==> src/rtl/evt_pkg.sv <==
package evt_pkg;
  localparam int NUM_SRC = 5;
  localparam int ADDR_W  = 6;
  localparam int DATA_W  = 8;

  localparam logic [ADDR_W-1:0] RISE_BASE = 6'h0D;
  localparam logic [ADDR_W-1:0] FALL_BASE = 6'h10;
  localparam logic [ADDR_W-1:0] STAT_ADDR = 6'h13;
  localparam logic [ADDR_W-1:0] LTCH_ADDR = 6'h14;

  localparam logic [NUM_SRC-1:0] RISE_RST = 5'b11110;
  localparam logic [NUM_SRC-1:0] FALL_RST = 5'b11111;

  // Enabled edge detection: rising where cur=1,prv=0; falling where cur=0,prv=1.
  function automatic logic [NUM_SRC-1:0] edge_hit(
      input logic [NUM_SRC-1:0] cur, input logic [NUM_SRC-1:0] prv,
      input logic [NUM_SRC-1:0] ren, input logic [NUM_SRC-1:0] fen);
    return (cur & ~prv & ren) | (~cur & prv & fen);
  endfunction

  function automatic logic [DATA_W-1:0] widen(input logic [NUM_SRC-1:0] v);
    return {{(DATA_W-NUM_SRC){1'b0}}, v};
  endfunction
endpackage

==> src/rtl/evt_sync.sv <==
module evt_sync #(
  parameter int W      = 5,
  parameter int STAGES = 2
) (
  input  logic         clk,
  input  logic         rst_n,
  input  logic [W-1:0] d_async,
  output logic [W-1:0] q_sync
);
  logic [W-1:0] stg [STAGES];

  always_ff @(posedge clk) begin
    if (!rst_n) begin
      for (int i = 0; i < STAGES; i++) stg[i] <= '0;
    end else begin
      stg[0] <= d_async;
      for (int i = 1; i < STAGES; i++) stg[i] <= stg[i-1];
    end
  end

  assign q_sync = stg[STAGES-1];
endmodule

==> src/rtl/evt_edge.sv <==
module evt_edge
  import evt_pkg::*;
(
  input  logic               clk,
  input  logic               rst_n,
  input  logic               host_mode,
  input  logic [NUM_SRC-1:0] cur,
  input  logic [NUM_SRC-1:0] rise_en,
  input  logic [NUM_SRC-1:0] fall_en,
  output logic [NUM_SRC-1:0] live,
  output logic [NUM_SRC-1:0] hit
);
  logic [NUM_SRC-1:0] prv_q;
  logic [NUM_SRC-1:0] gate;

  always_ff @(posedge clk) begin
    if (!rst_n) prv_q <= '0;
    else        prv_q <= cur;
  end

  // Bit 0 (host disconnect) only counts in host mode.
  assign gate = {{(NUM_SRC-1){1'b1}}, host_mode};
  assign live = cur & gate;
  assign hit  = edge_hit(cur, prv_q, rise_en, fall_en) & gate;
endmodule

==> src/rtl/evt_enreg.sv <==
module evt_enreg
  import evt_pkg::*;
#(
  parameter logic [ADDR_W-1:0]  BASE = 6'h0D,
  parameter logic [NUM_SRC-1:0] RST  = '0
) (
  input  logic               clk,
  input  logic               rst_n,
  input  logic               wr,
  input  logic [ADDR_W-1:0]  addr,
  input  logic [NUM_SRC-1:0] wdata,
  output logic [NUM_SRC-1:0] en
);
  localparam logic [ADDR_W-1:0] SET_ADDR = BASE + 6'd1;
  localparam logic [ADDR_W-1:0] CLR_ADDR = BASE + 6'd2;

  always_ff @(posedge clk) begin
    if (!rst_n) en <= RST;
    else if (wr) begin
      if (addr == BASE)          en <= wdata;
      else if (addr == SET_ADDR) en <= en | wdata;
      else if (addr == CLR_ADDR) en <= en & ~wdata;
    end
  end

  assert_clear_drops_bits_R9: assert property (@(posedge clk) disable iff (!rst_n)
    (wr && addr == CLR_ADDR) |=> ((en & $past(wdata)) == '0));
  assert_set_raises_bits_R9: assert property (@(posedge clk) disable iff (!rst_n)
    (wr && addr == SET_ADDR) |=> ((en & $past(wdata)) == $past(wdata)));
endmodule

==> src/rtl/evt_bank.sv <==
module evt_bank
  import evt_pkg::*;
#(
  parameter int SYNC_STAGES = 2
) (
  input  logic               clk,
  input  logic               rst_n,
  input  logic               host_mode,
  input  logic [NUM_SRC-1:0] src_raw,
  input  logic [ADDR_W-1:0]  reg_addr,
  input  logic               reg_wr,
  input  logic               reg_rd,
  input  logic [NUM_SRC-1:0] reg_wdata,
  output logic [DATA_W-1:0]  reg_rdata,
  output logic               evt_notify
);
  logic [NUM_SRC-1:0] src_sync, live, hit, rise_en, fall_en, latch_q;
  logic               rd_latch;

  evt_sync #(.W(NUM_SRC), .STAGES(SYNC_STAGES)) sync_i (
    .clk(clk), .rst_n(rst_n), .d_async(src_raw), .q_sync(src_sync));

  evt_enreg #(.BASE(RISE_BASE), .RST(RISE_RST)) rise_i (
    .clk(clk), .rst_n(rst_n), .wr(reg_wr), .addr(reg_addr),
    .wdata(reg_wdata), .en(rise_en));

  evt_enreg #(.BASE(FALL_BASE), .RST(FALL_RST)) fall_i (
    .clk(clk), .rst_n(rst_n), .wr(reg_wr), .addr(reg_addr),
    .wdata(reg_wdata), .en(fall_en));

  evt_edge edge_i (
    .clk(clk), .rst_n(rst_n), .host_mode(host_mode), .cur(src_sync),
    .rise_en(rise_en), .fall_en(fall_en), .live(live), .hit(hit));

  assign rd_latch = reg_rd && (reg_addr == LTCH_ADDR);

  // New events win over a simultaneous clearing read.
  always_ff @(posedge clk) begin
    if (!rst_n) begin
      latch_q    <= '0;
      evt_notify <= 1'b0;
    end else begin
      latch_q    <= (rd_latch ? '0 : latch_q) | hit;
      evt_notify <= |hit;
    end
  end

  always_comb begin
    unique case (reg_addr)
      RISE_BASE, RISE_BASE + 6'd1, RISE_BASE + 6'd2: reg_rdata = widen(rise_en);
      FALL_BASE, FALL_BASE + 6'd1, FALL_BASE + 6'd2: reg_rdata = widen(fall_en);
      STAT_ADDR: reg_rdata = widen(live);
      LTCH_ADDR: reg_rdata = widen(latch_q);
      default:   reg_rdata = '0;
    endcase
  end

  assert_rsvd_zero_R2: assert property (@(posedge clk) disable iff (!rst_n)
    reg_rdata[DATA_W-1:NUM_SRC] == '0);
  assert_notify_after_hit_R10: assert property (@(posedge clk) disable iff (!rst_n)
    (|hit) |=> evt_notify);
  assert_no_notify_without_hit_R10: assert property (@(posedge clk) disable iff (!rst_n)
    !(|hit) |=> !evt_notify);
  assert_latch_sticky_R7: assert property (@(posedge clk) disable iff (!rst_n)
    !rd_latch |=> ((latch_q & $past(latch_q)) == $past(latch_q)));
  assert_host_gate_R6: assert property (@(posedge clk) disable iff (!rst_n)
    !$past(host_mode) |-> !$rose(latch_q[0]));
endmodule

==> config.mk <==
export PLATFORM = sky130hd
export DESIGN_NAME = evt_bank
export DESIGN_NICKNAME = d
export VERILOG_FILES = /design/src/rtl/evt_pkg.sv /design/src/rtl/evt_sync.sv /design/src/rtl/evt_edge.sv /design/src/rtl/evt_enreg.sv /design/src/rtl/evt_bank.sv
export SDC_FILE = /design/constraint.sdc
export NUM_CORES = 1
export LEC_CHECK = 0
export CAP_MARGIN = 0
export CORE_MARGIN = 1.5
export CORE_UTILIZATION = 36
export CTS_CLUSTER_DIAMETER = 50
export DETAILED_ROUTE_END_ITERATION = 12
export SYNTH_ARGS = -nofsm -noshare
export SYNTH_HDL_FRONTEND = slang
export SYNTH_SLANG_ARGS = --single-unit
==> constraint.sdc <==
create_clock -name clk -period 2.35 [get_ports clk]
set_clock_uncertainty 0.2 [all_clocks]
set_input_delay 0.47 -clock clk [delete_from_list [all_inputs] [get_ports clk]]
set_output_delay 0.47 -clock clk [all_outputs]
set_load 0.02 [all_outputs]
; ---- Word-level counts from Yosys, hierarchy flattened
; Memory sizes are Yosys's and may differ from the RTL's.
; Index checks and enable logic that the tools add are counted.
[word_totals]
regBits = 21
latchBits = 0
mem_bits_rw = 10
rom_bits = 0
memories = 1
word_cells = 51
output_inout_bits = 9
[op_classes]
eq_ne = 8
n_mul = 0
mux = 12
div_mod_pow = 0
n_lt_le_gt_ge = 0
n_bitwise = 17
n_shift = 0
add_sub_neg = 0
n_reduce_logical = 8
[mem_list]
columns = name, depth, word_bits, read_ports, rd_ports_with_merged_regs, write_ports, line
row1 = sync_i.stg, 2, 5, 2, 0, 2, evt_sync.sv:10  ; logic [W-1:0] stg [STAGES];
[ops]
columns = operator, count
row1 = $mux 5, 9
row2 = $and 5x5->5, 8
row3 = $eq 6x5->1 const B, 5
row4 = $or 5x5->5, 4
row5 = $pmux 5 s4, 1
row6 = $eq 6x4->1 const B, 3
row7 = $not 5->5, 3
row8 = $reduce_bool 3->1, 2
row9 = $reduce_or 3->1, 2
row10 = $reduce_or 5->1, 1
row11 = $reduce_and 2->1, 2
row12 = $mux 1, 2
row13 = $or 1x1->1, 2
row14 = $logic_and 1x1->1, 1

; ---- Longest topological paths before layout
; An unclocked memory read counts as a cell.
[logic_depth]
word_depth = 7
depth_mapped = 5

; ---- Hierarchy
; Synthesis repeated with hierarchy kept, for this count alone.
[hier_totals]
hier_cells = 159
hier_area_um2 = 1554.0
[modules_own_cells]
columns = module, area_each_um2, n_inst, cells_per_inst
row1 = evt_bank, 478.0, 1, 55
row2 = evt_sync, 300.3, 1, 25
row3 = evt_enreg at rise_i, 262.8, 1, 24
row4 = evt_edge, 256.5, 1, 30
row5 = evt_enreg at fall_i, 256.5, 1, 25

; ---- Worst setup path after synthesis
; Ideal clock, no wire load.
[synth_path]
path_kind = input port to output port
from = in reg_addr[3]
to = out reg_rdata[0]
required_time_ns = 1.680
path_slack_ns = 0.225
cell_stages = 4
n_path_buf = 1
t_arrival_ns = 1.455
cell_sequence = or4b_1 > buf_2 > a21oi_1 > a221o_1
[synth_between]
elab_chain_cells = 3
[synth_lines]
columns = item, line
row1 = from (decl), evt_bank.sv:10  ; input logic [ADDR_W-1:0] reg_addr,
row2 = $eq 6x5->1 or $eq 6x4->1 (tied branches), evt_bank.sv:49  ; unique case (reg_addr)
row3 = $reduce_or 3->1, evt_bank.sv:49
row4 = $pmux 5 s4 *, evt_bank.sv:49
row5 = to (decl), evt_bank.sv:14  ; output logic [DATA_W-1:0] reg_rdata,
; Mark *: on every way between the ends. The rest lies on a longest branch, timed or not.

; ---- Worst setup path after layout
[layout_path]
from = in reg_addr[4]
to = out reg_rdata[1]
; Same word-level chain as after synthesis.

==> flow_metrics.env <==
export IMPL_status="finished, final reports clean"
export IMPL_rows=21
export IMPL_fin_util=0.515
export IMPL_synthTopCellsByCount="dfxtp_1, nand2_1, and2_1"
export IMPL_synth_edf_count=0
export IMPL_clk_pin_slew_ns=0.09
export IMPL_portBuffers=26
export IMPL_synthCells=150
export IMPL_layout_nets=213
export IMPL_numCtsBuffers=5
export IMPL_vias=1185
export IMPL_grt_pass1_vias=1137
export IMPL_track_usage=0.170
export IMPL_die_h_um=63.2
export IMPL_detail_route_first_pass_iterations=4
export IMPL_rsz0062_at_grt="false"
export IMPL_r2r_setup_slack_ns=0.90
export IMPL_critPathArrivalTime_ns=1.61
export IMPL_die_w_um=63.2
export IMPL_via_per_inst=4.96
export IMPL_crit_fanout=6
export IMPL_period_needed_ns=2.28
export IMPL_min_path_type="flip-flop to flip-flop"
export IMPL_grt_start_max_net_pins=23
export IMPL_drive_gt1_frac=0.212
export IMPL_netlist_cell_type_count=27
export IMPL_drt_total_wl_mm=3.01
export IMPL_clock_sinks=31
export IMPL_ir_worst_vdd_v=0.000329
export IMPL_drc_errors=0
export IMPL_avgSynthCellArea_um2=8.68
export IMPL_p_leak_nw=0.704
export IMPL_htree_levels=2
export IMPL_p_total_w=0.000977
export IMPL_syn_area_um2=1300
export IMPL_start_util=0.381
export IMPL_grt_first_pass_wirelength_mm=5.22
export IMPL_synth_area_leaders="dfxtp_1, and2_1, a221o_1"
export IMPL_overflow=0
export IMPL_drtAntennaViolNets=0
export IMPL_root_buffer="clkbuf_4"
export IMPL_avgRoutedWirePerCell_um=12.6
export IMPL_endpoint_kind="primary output"
export IMPL_ys_seq_area_frac=0.476
export IMPL_cts_tree="built"
export IMPL_path_class="primary input to primary output"
export IMPL_clk_insertion_delay_late_ns=0.33
export IMPL_initialDrtViolationCount=51
export IMPL_synth_top_area_share=0.476
export IMPL_synth_area_leader_cell="dfxtp_1"
export IMPL_slew_viol_final=0
export IMPL_yosys_warnings=0
export IMPL_cts_path_max_buffers=2
export IMPL_dieArea_um2=3990
export IMPL_antenna_cells=0
export IMPL_synth_seq_cells=31
export IMPL_setup_viol=0
export IMPL_p_per_area_nw_per_um2=555
export IMPL_n_fill_cell=343
export IMPL_critPathRequiredTime_ns=1.68
export IMPL_hpwl_mm=2.26
export IMPL_ys_flop_type="dfxtp_1"
export IMPL_setup_worst_path_start_class="primary input"
export IMPL_max_cap_viol_count=0
export IMPL_postCtsSetupBuffers=0
export IMPL_core_area_um2=3420
export IMPL_ios=30
export IMPL_period_share=0.971
export IMPL_fmax_ghz=0.438
export IMPL_hold_viol_final=0
export IMPL_synthArstFlopShare=0
export IMPL_gp_congestion=0.806
export IMPL_post_synth_top_count_cell="dfxtp_1"
export IMPL_antenna_found_initial=0
export IMPL_syn2layout_area_growth_pct=35.2
-- stage by stage --
stage / hold slack, ns / TNS (ns) / instances / setup WS (ns) / instance area, um2
5_1_grt: 0.262 / 0 / 239 / 0.0235 / 1760
3_5_place_dp: 0.219 / -6.25 / 231 / -0.817 / 1700
2_1_floorplan: 0.212 / 0 / 152 / 0.225 / 1310
6_report: 0.240 / 0 / 239 / 0.0670 / 1760
4_1_cts: 0.242 / 0 / 239 / 0.0120 / 1770
3_3_place_gp: 0.215 / -5.45 / 231 / -0.735 / 1700
-- repair_timing --
item | in CTS | in global routing
gates cloned | 0 | 0
endpoints found under the setup margin | 10 | 5
hold endpoints to repair | 0 | 0
gates resized for setup | 46 | 6
hold buffers | 0 | 0
pin swaps | 1 | 1
-- critical path, cell delays in order --
cell and delay, ns:
clkdlybuf4s15_1 0.20, or4b_4 0.55, a21oi_2 0.14, a221o_1 0.14, buf_6 0.12
-- where the power goes --
group	total (W)	internal [W]	switching [W]	leakage, nW
registers	0.000554	0.000544	0.00000980	0.254
clock network	0.000292	0.000111	0.000181	0.0347
logic	0.000131	0.0000690	0.0000620	0.416
-- final cells by class --
class | count | area [um2] | share of cell area
Clock buffer | 5 | 37.5 | 0.0213
Tap cell | 46 | 57.6 | 0.0327
Clock inverter | 3 | 15.0 | 0.00853
Multi-Input combinational cell | 112 | 676 | 0.384
Inverter | 1 | 3.75 | 0.00213
Sequential cell | 31 | 621 | 0.353
Timing Repair Buffer | 41 | 350 | 0.199
-- kinds of logic (layout without fill, tap and decap cells) --
logic type             count (synthesis)  in the layout  synth area share
other                                  1              3           0.00288
buffers and inverters                  9             50            0.0355
flip-flops                            31             31             0.476
AND/OR/NAND/NOR                       72             72             0.306
AO/OA/AOI/OAI                         37             37             0.179
-- per-layer routing --
metal | part of all wire | up-vias | GRT usage | wire length, um
li1 | - | 608 | - | -
met1 | 0.47 | 541 | 0.205 | 1420
met2 | 0.46 | 32 | 0.267 | 1390
met3 | 0.050 | 4 | 0.0607 | 151
met4 | 0.017 | 0 | 0.0861 | 52
met5 | 0 | - | 0 | 0
-- final timing paths --
check | cells after the start | startpoint | to
hold reg to reg | 1 | sync_i.stg[0][0] | sync_i.stg[0][5]
setup / recovery | 5 | reg_addr[4] | reg_rdata[1]
setup reg to reg | 4 | sync_i.stg[0][7] | evt_notify
hold / removal | 1 | sync_i.stg[0][0] | sync_i.stg[0][5]
-- placed cells by master (no fill, tap or decap), drive strengths merged --
| cell type | instances |
|---|---|
| nand2 | 21 |
| conb | 3 |
| nand4bb | 1 |
| clkdlybuf4s15 | 1 |
| dfxtp | 31 |
| o21a | 1 |
| and3 | 1 |
| and2 | 16 |
| nand4 | 2 |
| nand3 | 6 |
| buf | 22 |
| nor4 | 1 |
| o21ai | 16 |
| a21oi | 11 |
| or3b | 1 |
| a221o | 9 |
| and3b | 2 |
| nor3 | 1 |
| nor3b | 3 |
| nor2b | 5 |
| or4b | 1 |
| clkbuf | 6 |
| clkdlybuf4s50 | 15 |
| clkinv | 4 |
| dlygate4sd2 | 2 |
| nor2 | 7 |
| nand3b | 4 |
Note: power is estimated with default switching activity, not from simulation.
